==> src/rtl/txq_ctl_pkg.sv <==
// Package: shared field positions, per-queue state type and word packing
// helpers for the transmit queue control bank.
// Assumes 32-bit register words.
package txq_ctl_pkg;

    localparam int unsigned WORD_W   = 32;
    localparam int unsigned ADDR_LSB = 2;

    // Control word field positions
    localparam int unsigned CTL_EN_BIT    = 0;
    localparam int unsigned CTL_FLUSH_BIT = 1;
    localparam int unsigned CTL_PRIO_BIT  = 2;
    localparam int unsigned CTL_DWB_BIT   = 3;

    // Write-back word field positions
    localparam int unsigned WBL_HEN_BIT = 0;

    typedef struct packed {
        logic                       en;
        logic                       pend;
        logic                       flush;
        logic                       prio;
        logic                       dwb;
        logic                       hwb;
        logic [WORD_W-ADDR_LSB-1:0] wb_addr;
    } txq_state_t;

    // Builds the control word seen on a read; enable is masked by the global enable.
    function automatic logic [WORD_W-1:0] pack_ctl(input txq_state_t s, input logic gen);
        logic [WORD_W-1:0] w;
        w                = '0;
        w[CTL_EN_BIT]    = s.en & gen;
        w[CTL_FLUSH_BIT] = s.flush;
        w[CTL_PRIO_BIT]  = s.prio;
        w[CTL_DWB_BIT]   = s.dwb;
        return w;
    endfunction

    // Builds the write-back word seen on a read; bit 1 is reserved and reads 0.
    function automatic logic [WORD_W-1:0] pack_wbl(input txq_state_t s);
        logic [WORD_W-1:0] w;
        w                = {s.wb_addr, {ADDR_LSB{1'b0}}};
        w[WBL_HEN_BIT]   = s.hwb;
        return w;
    endfunction

endpackage

==> src/rtl/txq_addr_decode.sv <==
// Module: txq_addr_decode
// Turns a byte address into one-hot hit vectors for each queue's control and
// write-back words. Queue windows repeat at Q_STRIDE from BANK_BASE.
// Assumes the offsets are distinct and fit within one stride.
module txq_addr_decode #(
    parameter int          NQ        = 4,
    parameter int          ADDR_W    = 16,
    parameter int unsigned BANK_BASE = 32'h3800,
    parameter int unsigned Q_STRIDE  = 32'h100,
    parameter int unsigned CTL_OFS   = 32'h28,
    parameter int unsigned WBL_OFS   = 32'h38
) (
    input  logic [ADDR_W-1:0] addr,
    output logic [NQ-1:0]     ctl_hit,
    output logic [NQ-1:0]     wbl_hit
);

    generate
        for (genvar q = 0; q < NQ; q++) begin : g_q
            localparam int unsigned Q_BASE = BANK_BASE + Q_STRIDE * q;
            localparam logic [ADDR_W-1:0] CTL_A = ADDR_W'(Q_BASE + CTL_OFS);
            localparam logic [ADDR_W-1:0] WBL_A = ADDR_W'(Q_BASE + WBL_OFS);

            // Address compare for this queue's two words.
            assign ctl_hit[q] = (addr == CTL_A);
            assign wbl_hit[q] = (addr == WBL_A);
        end
    endgenerate

endmodule

==> src/rtl/txq_queue_regs.sv <==
// Module: txq_queue_regs
// State of one transmit queue. Applies the reset default for enable and
// self-clears the flush trigger. Defers a disable until the datapath reports
// idle, and registers the init and flush pulses.
// Assumes ctl_we and wbl_we are single-cycle strobes already gated by decode.
module txq_queue_regs
    import txq_ctl_pkg::*;
#(
    parameter logic EN_DEFAULT = 1'b0
) (
    input  logic              clk,
    input  logic              rst_n,
    input  logic              gen,
    input  logic              idle,
    input  logic              ctl_we,
    input  logic              wbl_we,
    input  logic [WORD_W-1:0] wdata,
    output txq_state_t        st,
    output logic              init_pulse
);

    txq_state_t st_q;
    logic       init_q;

    logic wr_en_bit;
    logic wr_dis_req;

    // Decode the enable intent of a control write.
    always_comb begin
        wr_en_bit  = ctl_we & wdata[CTL_EN_BIT];
        wr_dis_req = ctl_we & ~wdata[CTL_EN_BIT] & st_q.en;
    end

    // Enable, pending-disable handshake and initialise pulse.
    always_ff @(posedge clk) begin
        if (!rst_n) begin
            st_q.en   <= EN_DEFAULT;
            st_q.pend <= 1'b0;
            init_q    <= 1'b0;
        end else begin
            init_q <= wr_en_bit & gen;
            if (wr_en_bit) begin
                st_q.en   <= 1'b1;
                st_q.pend <= 1'b0;
            end else if (wr_dis_req) begin
                st_q.en   <= ~idle;
                st_q.pend <= ~idle;
            end else if (st_q.pend && idle) begin
                st_q.en   <= 1'b0;
                st_q.pend <= 1'b0;
            end
        end
    end

    // Flush trigger: set by a write of 1, cleared by hardware next cycle.
    always_ff @(posedge clk) begin
        if (!rst_n) begin
            st_q.flush <= 1'b0;
        end else begin
            st_q.flush <= ctl_we & wdata[CTL_FLUSH_BIT];
        end
    end

    // Priority and descriptor write-back enable fields.
    always_ff @(posedge clk) begin
        if (!rst_n) begin
            st_q.prio <= 1'b0;
            st_q.dwb  <= 1'b0;
        end else if (ctl_we) begin
            st_q.prio <= wdata[CTL_PRIO_BIT];
            st_q.dwb  <= wdata[CTL_DWB_BIT];
        end
    end

    // Head write-back enable and DWORD-aligned address.
    always_ff @(posedge clk) begin
        if (!rst_n) begin
            st_q.hwb     <= 1'b0;
            st_q.wb_addr <= '0;
        end else if (wbl_we) begin
            st_q.hwb     <= wdata[WBL_HEN_BIT];
            st_q.wb_addr <= wdata[WORD_W-1:ADDR_LSB];
        end
    end

    assign st         = st_q;
    assign init_pulse = init_q;

endmodule

==> src/rtl/txq_rdata_mux.sv <==
// Module: txq_rdata_mux
// Selects the addressed register word and registers it for a one-cycle read
// latency. Returns 0 for undecoded addresses and for cycles without a read.
// Assumes at most one hit bit is set at a time.
module txq_rdata_mux
    import txq_ctl_pkg::*;
#(
    parameter int NQ = 4
) (
    input  logic                  clk,
    input  logic                  rst_n,
    input  logic                  rd_en,
    input  logic                  gen,
    input  logic [NQ-1:0]         ctl_hit,
    input  logic [NQ-1:0]         wbl_hit,
    input  txq_state_t [NQ-1:0]   st,
    output logic [WORD_W-1:0]     rdata
);

    logic [WORD_W-1:0] sel;

    // OR-reduce the words of all hitting registers.
    always_comb begin
        sel = '0;
        for (int q = 0; q < NQ; q++) begin
            if (ctl_hit[q]) sel = sel | pack_ctl(st[q], gen);
            if (wbl_hit[q]) sel = sel | pack_wbl(st[q]);
        end
    end

    // Read data register.
    always_ff @(posedge clk) begin
        if (!rst_n) begin
            rdata <= '0;
        end else begin
            rdata <= rd_en ? sel : '0;
        end
    end

endmodule

==> src/rtl/txq_ctl_bank.sv <==
// Module: txq_ctl_bank
// Register bank for NQ transmit queues. Decodes a single-cycle register bus,
// keeps per-queue control and write-back state, and drives per-queue control
// outputs to the transmit engine.
// Assumes tx_global_en and q_idle are synchronous to clk.
module txq_ctl_bank
    import txq_ctl_pkg::*;
#(
    parameter int          NQ        = 4,
    parameter int          ADDR_W    = 16,
    parameter int unsigned BANK_BASE = 32'h3800,
    parameter int unsigned Q_STRIDE  = 32'h100,
    parameter int unsigned CTL_OFS   = 32'h28,
    parameter int unsigned WBL_OFS   = 32'h38,
    parameter logic [NQ-1:0] EN_RESET = NQ'(1)
) (
    input  logic                 clk,
    input  logic                 rst_n,
    input  logic                 tx_global_en,
    input  logic                 wr_en,
    input  logic                 rd_en,
    input  logic [ADDR_W-1:0]    addr,
    input  logic [31:0]          wdata,
    output logic [31:0]          rdata,
    input  logic [NQ-1:0]        q_idle,
    output logic [NQ-1:0]        q_enable,
    output logic [NQ-1:0]        q_prio,
    output logic [NQ-1:0]        q_flush,
    output logic [NQ-1:0]        q_init,
    output logic [NQ-1:0]        q_head_wb_en,
    output logic [NQ-1:0]        q_desc_wb_en,
    output logic [NQ*32-1:0]     q_wb_addr,
    output logic [NQ-1:0]        q_disable_pending
);

    logic [NQ-1:0]       ctl_hit;
    logic [NQ-1:0]       wbl_hit;
    txq_state_t [NQ-1:0] st;

    txq_addr_decode #(
        .NQ        (NQ),
        .ADDR_W    (ADDR_W),
        .BANK_BASE (BANK_BASE),
        .Q_STRIDE  (Q_STRIDE),
        .CTL_OFS   (CTL_OFS),
        .WBL_OFS   (WBL_OFS)
    ) u_dec (
        .addr    (addr),
        .ctl_hit (ctl_hit),
        .wbl_hit (wbl_hit)
    );

    generate
        for (genvar q = 0; q < NQ; q++) begin : g_queue
            txq_queue_regs #(
                .EN_DEFAULT (EN_RESET[q])
            ) u_regs (
                .clk        (clk),
                .rst_n      (rst_n),
                .gen        (tx_global_en),
                .idle       (q_idle[q]),
                .ctl_we     (wr_en & ctl_hit[q]),
                .wbl_we     (wr_en & wbl_hit[q]),
                .wdata      (wdata),
                .st         (st[q]),
                .init_pulse (q_init[q])
            );

            // Per-queue outputs toward the transmit engine.
            assign q_enable[q]          = st[q].en & tx_global_en;
            assign q_prio[q]            = st[q].prio;
            assign q_flush[q]           = st[q].flush;
            assign q_head_wb_en[q]      = st[q].hwb;
            assign q_desc_wb_en[q]      = st[q].dwb & ~st[q].hwb;
            assign q_wb_addr[q*32 +: 32] = {st[q].wb_addr, {ADDR_LSB{1'b0}}};
            assign q_disable_pending[q] = st[q].pend;
        end
    endgenerate

    txq_rdata_mux #(
        .NQ (NQ)
    ) u_rd (
        .clk     (clk),
        .rst_n   (rst_n),
        .rd_en   (rd_en),
        .gen     (tx_global_en),
        .ctl_hit (ctl_hit),
        .wbl_hit (wbl_hit),
        .st      (st),
        .rdata   (rdata)
    );

endmodule

==> config.mk <==
export PLATFORM = sky130hd
export DESIGN_NAME = txq_ctl_bank
export DESIGN_NICKNAME = d
export VERILOG_FILES = /design/src/rtl/txq_ctl_pkg.sv /design/src/rtl/txq_addr_decode.sv /design/src/rtl/txq_queue_regs.sv /design/src/rtl/txq_rdata_mux.sv /design/src/rtl/txq_ctl_bank.sv
export SDC_FILE = /design/constraint.sdc
export NUM_CORES = 1
export LEC_CHECK = 0
export BUFFER_PORTS_ARGS = -buffer_cell sky130_fd_sc_hd__buf_2
export CAP_MARGIN = 10
export CORE_UTILIZATION = 55
export CTS_CLUSTER_SIZE = 28
export DETAILED_ROUTE_END_ITERATION = 8
export HOLD_SLACK_MARGIN = 0.12
export PLACE_DENSITY = 0.94
export SLEW_MARGIN = 20
export SYNTH_ARGS = -nofsm -noshare
export SYNTH_HDL_FRONTEND = slang
export SYNTH_SLANG_ARGS = --single-unit
==> constraint.sdc <==
create_clock -name clk -period 3.8 [get_ports clk]
set_input_delay 0.76 -clock clk [delete_from_list [all_inputs] [get_ports clk]]
set_output_delay 0.76 -clock clk [all_outputs]
set_load 0.03 [all_outputs]
==> results of run 1 <==
==> critical path: cells and delay by family <==
kind | cells | cell delay (ps)
AOI/OAI and AO/OA | 1 | 290
buffers and inverters | 2 | 1000
and+or+nand+nor | 3 | 580
==> flip-flops by register name, indices dropped and copies added, names as in the netlist <==
register                   count
g_queue.u_regs.st            144
u_rd.rdata                    32
g_queue.u_regs.init_pulse      4
==> synth_stat cells, types with 2 or more instances <==
cell type and number:
dfxtp_1 180, nand2_1 163, buf_4 159, mux2i_1 128, nor2b_1 36, mux4_2 35
clkbuf_1 19, nor2_1 11, a21oi_1 9, buf_2 9, nand3_1 7, nand4_1 7
nand2b_1 6, and2_1 5, buf_1 5, and3_1 4, buf_6 4, nor3_2 4
o31ai_1 4, a31oi_1 3, inv_1 3, a41oi_1 2, nor4_1 2, nor4_4 2
o21ai_0 2, o31a_1 2
==> kinds of logic (layout without fill, tap and decap cells) <==
logic type / after synthesis / after routing / synth area share, %
flops: 180 / 180 / 42.2
mux: 163 / 163 / 24.3
other cells: 1 / 8 / 0.0439
buf+inv: 199 / 283 / 16.2
compound gates: 25 / 25 / 2.16
simple gates: 260 / 260 / 15.1
==> power breakdown <==
part           switching (mW)  internal, mW
Clock                   0.727          1.21
Combinational           0.113        0.0517
Sequential          0.0000106          1.89
==> through the flow <==
step                      setup slack, ps  area, µm²  util (%)  hold slack [ps]
after floorplan                      1660       8560         -              440
after global placement               1090       8740      57.7              451
after detailed placement             1020       8740      57.7              458
after CTS                            1470       9400      62.0              470
after global routing                 1360       9400      62.0              491
final                                1450       9400      62.0              470
==> layout make-up <==
type / instances / area (µm²)
multi-input combinational: 456 / 3590
timing repair buffer: 248 / 1300
clock buffer: 22 / 464
clock inverter: 10 / 195
sequential: 180 / 3600
tap: 188 / 235
fill: 1147 / 5750
inverter: 3 / 11.3
==> metal layers <==
| layer | vias up | global-route usage [%] | part of all wire, % |
|---|---|---|---|
| met4 | 0 | 10.8 | 2.8 |
| met5 | - | 0 | 0 |
| met2 | 280 | 44.0 | 51 |
| met3 | 39 | 5.53 | 6.2 |
| li1 | 2803 | - | - |
| met1 | 2939 | 28.7 | 40 |
==> final timing paths <==
check,startpoint,end,slack [ps]
setup / recovery,addr[8],g_queue[2].u_regs.st[35],1450
hold / removal,g_queue[1].u_regs.st[20],g_queue[1].u_regs.st[20],470
setup reg to reg,g_queue[3].u_regs.st[0],u_rd.rdata[2],2640
hold reg to reg,g_queue[1].u_regs.st[20],g_queue[1].u_regs.st[20],470
==> qor.yml, run 1 <==
outcome: "complete, no violations"
synth-seq-cells: 180
grt_start_max_net_pins: 87
die_x_um: 127
clkLatencyLatePin_ps: 420
ys.flop_type: "dfxtp_1"
synth_seq_area_share_pct: 42.2
postCtsHoldBufs: 0
cts.path.max_buffers: 2
clock-root-buffer: "clkbuf_16"
avgRoutedWirePerCell_um: 17.7
hold_path_class: "reg2reg"
drt_iter0_markers: 360
worstSetupPathType: "in2reg"
clk_pin_slew_ps: 70
crit_path_top_delay_cell: "buf_2"
grt_pass1_vias: 5959
syn2layout_area_growth_pct: 10.1
vias: 6061
final-setup-viol-count: 0
syn_inst: 828
fin_crit_sh_pct: 61.8
yosys.area.top_type: "dfxtp_1"
crit_fanout: 24
peakVddDrop_uv: 322
design.die.area_mm2: 0.0160
reg2regPathDepth: 3
synth_cell_types: 43
fin_tns_setup_ps: 0
track_usage_pct: 24.8
drc: 0
drtAntennaViolNets: 0
min_period_ps: 2350
netlist.area_leader.share_pct: 42.2
ios: 245
postCtsSetupBuffers: 0
max_freq_mhz: 426
syn_avg_cell_area_um2: 10.3
port_buffers: 236
firstDrtPassIters: 5
pwr_density_cell_mw_per_mm2: 425
cts_tree: "done"
finClkSkew_ps: 9.88
rows: 45
power.total_mw: 3.99
cts_num_sinks: 180
nets: 963
fin_cells: 1107
whs_path_depth: 2
crit_chain: "buf_2, buf_4, nand2b_1, nor3_4, and3_1, o31a_1"
grt.overflow.total: 0
core_mm2: 0.0151
tightest_slew_ps: 778
slew_violations: 0
cap_violations: 0
routed_wl_mm: 19.6
synth_edf_count: 0
ys.warnings.count: 0
worstPathRequired_ps: 4100
drive_gt1_share_pct: 35.7
initial_utilization_pct: 56.3
via_per_inst: 5.48
start_kind: "primary input"
leakagePower_nw: 3.97
hold_violations: 0
insertedDiodeCount: 0
die_h_um: 127
ctsResizeCount: 0
async_flop_share_pct: 0
critPathMaxStageDelay_ps: 520
cts_max_level: 4
layout_commonest_cell: "buf_2"
antenna_found_initial: 0
relSlewSlack_pct: 48.1
routabilityCongestion: 0.834
hpwl_mm: 13.6
synthTopCellsByArea: "dfxtp_1, mux2i_1, buf_4, mux4_2, nand2_1"
dp_cells: 1075
grt_pass1_wl_mm: 30.7
rsz0062_at_grt: "false"
mostFrequentLayoutCells: "buf_2, dfxtp_1, nand2_1, mux2i_1, nor2b_1"
syn_area_mm2: 0.00853
cts_made_buffers: 17
end_kind: "flip-flop"
worstPathArrival_ps: 2650
Note: power is estimated with default switching activity, not from simulation.
==> run 2, diff against run 1 <==
- CORE_UTILIZATION: 55 -> 47
- PLACE_DENSITY: 0.94 -> 0.86
- clock period: 3.8 -> 2.01 ns (I/O delays scaled with it)
==> run 2 against run 1 <==
Against the previous run: first-iteration DRC count shrank 36%; power rose by 80%; largest cell class unchanged; clock skew down 2.5 ps; via count fell by 2.0%.
==> qor.yml, run 2 (same netlist as run 1, synthesis figures left out) <==
layout_commonest_cell: "buf_2"
clock-root-buffer: "clkbuf_16"
die_x_um: 137
max_freq_mhz: 625
crit_chain: "and2_1, buf_2"
nFillCells: 1472
hold_path_class: "in2reg"
grt_pass1_wl_mm: 28.8
leakagePower_nw: 4.02
worstSetupPathType: "reg2out"
track_usage_pct: 20.1
finClkSkew_ps: 7.40
nets: 976
grt_start_max_net_pins: 86
antenna_found_initial: 1
clk_pin_slew_ps: 70
pwr_density_cell_mw_per_mm2: 752
fin_util_pct: 54.5
drt-met1-wl_mm: 7.93
outcome: "complete, no violations"
grt.overflow.total: 0
final-setup-viol-count: 0
clkLatencyLatePin_ps: 420
grt_pass1_vias: 5576
cts_num_sinks: 180
cts_made_buffers: 17
postCtsSetupBuffers: 0
syn2layout_area_growth_pct: 12.1
crit_path_top_delay_cell: "dfxtp_1"
hpwl_mm: 13.5
design.die.area_mm2: 0.0187
routabilityCongestion: 0.791
finish.instance_area_mm2: 0.00956
die_h_um: 137
routed_wl_mm: 18.8
worst-r2r-setup-slack_ps: 860
cts.path.max_buffers: 2
ios: 245
cts_max_level: 4
end_kind: "output pin"
postCtsHoldBufs: 0
largest_reg_flops: 144
core_mm2: 0.0175
placed_cell_area_mm2: 0.00898
ctsResizeCount: 0
critPathMaxStageDelay_ps: 440
via_per_inst: 5.13
drc: 0
wl_met2_mm: 9.20
top_layer_used: "met4"
cts_tree: "done"
rsz0062_at_grt: "false"
firstDrtPassIters: 4
start_kind: "flip-flop"
holdWs_ps: 164
avgRoutedWirePerCell_um: 16.3
crit_fanout: 5
slew_violations: 0
cap_violations: 0
peakVddDrop_uv: 537
initial_utilization_pct: 48.7
fin_tns_setup_ps: 0
drtAntennaViolNets: 0
worstPathRequired_ps: 1610
hold_violations: 0
rows: 48
drive_gt1_share_pct: 36.7
fin_crit_sh_pct: 79.6
vias: 5937
worstPathArrival_ps: 1200
min_period_ps: 1600
mostFrequentLayoutCells: "buf_2, dfxtp_1, nand2_1, mux2i_1, nor2b_1"
dr_wl_met3_mm: 1.23
port_buffers: 236
drt_iter0_markers: 230
-- run 2: cell types whose count changed in the layout (fill, tap and decap cells not counted) --
cell,before,now
clkbuf_8,2,0
buf_4,11,16
bufinv_16,5,2
clkbuf_1,3,1
inv_6,1,4
clkinv_2,0,1
buf_12,2,10
diode_2,0,1
clkinv_4,2,1
clkinvlp_4,1,4
-- run 2: layout make-up --
class                           instances  area, µm²  area share [%]
Inverter                                3       11.3           0.118
Tap cell                              225        282            2.94
Antenna cell                            1       2.50          0.0262
Multi-Input combinational cell        456       3590            37.5
Clock buffer                           18        429            4.49
Sequential cell                       180       3600            37.7
Clock inverter                         13        150            1.57
Timing Repair Buffer                  261       1500            15.6
-- run 2: final timing paths --
check,startpoint,endpoint,cells after the start
max,g_queue[1].u_regs.st[35],q_enable[1],2
min,q_idle[1],g_queue[1].u_regs.st[34],2
max reg2reg,g_queue[1].u_regs.st[35],u_rd.rdata[0],3
min reg2reg,g_queue[1].u_regs.st[18],g_queue[1].u_regs.st[18],2
-- run 2: where the power goes --
part | switching, mW | leakage, nW | internal, mW
registers | 0.0000194 | 1.45 | 3.56
logic | 0.214 | 2.30 | 0.116
clock network | 1.45 | 0.272 | 1.85
-- run 2: per-layer routing --
layer	vias up	track usage [%]
li1	2822	-
met2	220	33.1
met3	29	6.04
met5	-	0
met1	2866	24.7
met4	0	7.59
-- run 2: worst max-delay path: cells and delay by family, from the launching register on --
family        cells  cell delay [ps]
buf+inv           1              190
flops             1              440
simple gates      1              160
-- run 2: metrics by stage --
step | setup WS, ps | cells | power (mW)
after floorplan | 231 | 835 | 3.86
final | 410 | 1157 | 7.19
after global routing | 328 | 1156 | 7.45
after global placement | 65.0 | 1125 | 3.97
after CTS | 388 | 1156 | 7.26
after detailed placement | -21.3 | 1125 | 3.98
==> run 3, diff against run 2 <==
- clock period: 2.01 -> 1.3 ns (I/O delays scaled with it)
==> run 3 against run 2 <==
Against the previous run: the flow now finishes with violations (negative setup slack); die area unchanged; register-to-register slack got worse by 850 ps; combinational power increased by 100%; design area increased by 16%; utilization increased by 8.6 points; routed wire length increased by 31%; sequential share of layout area decreased by 4.9 points; hold slack got worse by 7.6 ps; first-iteration DRC count increased by 62%; setup slack got worse by 570 ps.
==> qor.yml, run 3 (same netlist as run 1, synthesis figures left out) <==
syn2layout_area_growth_pct: 29.8
vias: 6592
drt_iter0_markers: 373
avgRoutedWirePerCell_um: 19.9
ios: 245
final-setup-viol-count: 99
via_per_inst: 5.33
start_kind: "primary input"
hold_path_class: "in2reg"
port_buffers: 236
seq_area_mm2: 0.00363
grt_start_max_net_pins: 63
pwr_density_cell_mw_per_mm2: 1010
holdWs_ps: 157
hpwl_mm: 15.0
grt_pass1_vias: 6339
outcome: "finished, violations left"
nets: 1055
combPwrFrac_pct: 5.9
track_usage_pct: 24.1
mostFrequentLayoutCells: "nand2_1, dfxtp_1, buf_2, mux2i_1, buf_4"
dp_cells: 1159
antenna_found_initial: 0
finClkSkew_ps: 8.98
hold_violations: 0
fin_crit_sh_pct: 113
fin_tns_setup_ps: -3890
cap_violations: 0
multi_input_area_mm2: 0.00384
placed_cell_area_mm2: 0.00937
internal_power_mw: 8.50
post-place-ws_ps: -571
cts_tree: "done"
clkLatencyLatePin_ps: 430
worstSetupPathType: "in2reg"
routed_wl_mm: 24.6
setup_ws_ps: -163
die_x_um: 137
design.die.area_mm2: 0.0187
drc: 0
power.switching_mw: 2.67
pwr-share-clk_pct: 44.8
grt_pass1_wl_mm: 33.8
cts.path.max_buffers: 2
drive_gt1_share_pct: 47.1
leakagePower_nw: 4.55
end_kind: "flip-flop"
peakVddDrop_uv: 858
fin_cells: 1236
firstDrtPassIters: 5
power.total_mw: 11.2
insertedDiodeCount: 0
largest_reg_flops: 144
routabilityCongestion: 0.885
nFillCells: 1286
swShare_pct: 23.9
worst-r2r-setup-slack_ps: 10
min_period_ps: 1460
fin_util_pct: 63.1
cts_num_sinks: 180
pwr-share-seq_pct: 49.3
violations: "negative setup slack"
worstPathArrival_ps: 1770
worstPathRequired_ps: 1600
finish.instance_area_mm2: 0.0111
crit_fanout: 4
clk_pin_slew_ps: 80
rows: 48
cts_max_level: 4
drtAntennaViolNets: 0
initial_utilization_pct: 48.7
grt.overflow.total: 0
max_freq_mhz: 684
clock-root-buffer: "clkbuf_16"
slew_violations: 0
rsz0062_at_grt: "true"
die_h_um: 137
cts_made_buffers: 17
core_mm2: 0.0175
-- run 3: cell types whose count changed in the layout (fill, tap and decap cells not counted), sizes merged --
cell / delta
dlygate4sd3: +6
bufinv: -1
clkinv: +1
diode: -1
buf: +42
clkbuf: +32
-- run 3: timing repair --
item,4_1_cts,5_1_grt
endpoints found under the hold margin,9,0
setup endpoints to repair,146,230
buffers inserted,16,15
cloned,6,8
hold buffers,6,0
gates resized for setup,63,155
pin swaps,3,18
-- run 3: area by class of cell --
cell class	instances	share of cell area, %
Timing Repair Buffer	340	24.7
Sequential cell	180	32.8
Inverter	3	0.102
Clock inverter	13	1.11
Clock buffer	19	4.00
Multi-Input combinational cell	456	34.7
Tap cell	225	2.54
-- run 3: power groups by stage --
stage	registers (mW)	logic [mW]	clock network [mW]
2_1_floorplan	5.64	0.344	0
3_3_place_gp	5.64	0.581	0
3_5_place_dp	5.64	0.593	0
4_1_cts	5.51	0.625	5.06
5_1_grt	5.50	0.702	5.32
6_report	5.51	0.660	5.01
-- run 3: path summary, 6_finish.rpt --
path,from,end,depth (start not counted)
max,addr[14],g_queue[3].u_regs.st[32],8
min,wdata[1],g_queue[3].u_regs.st[33],3
max reg2reg,g_queue[2].u_regs.st[35],u_rd.rdata[0],4
min reg2reg,g_queue[1].u_regs.st[27],g_queue[1].u_regs.st[27],2
-- run 3: worst max-delay path, stage by stage --
cell and delay [ps]:
buf_6 90, and4bb_2 340, buf_6 110, buf_6 90, buf_4 100, nand4_1 250
o31ai_1 400, a21oi_1 130
-- run 3: layer usage --
layer | vias up | GRT usage, % | wire [µm] | share of wire (%)
met4 | 0 | 11.3 | 741 | 3.0
li1 | 2984 | - | - | -
met3 | 55 | 6.30 | 1800 | 7.3
met2 | 341 | 40.7 | 12500 | 51
met1 | 3212 | 28.4 | 9620 | 39
met5 | - | 0 | 0 | 0
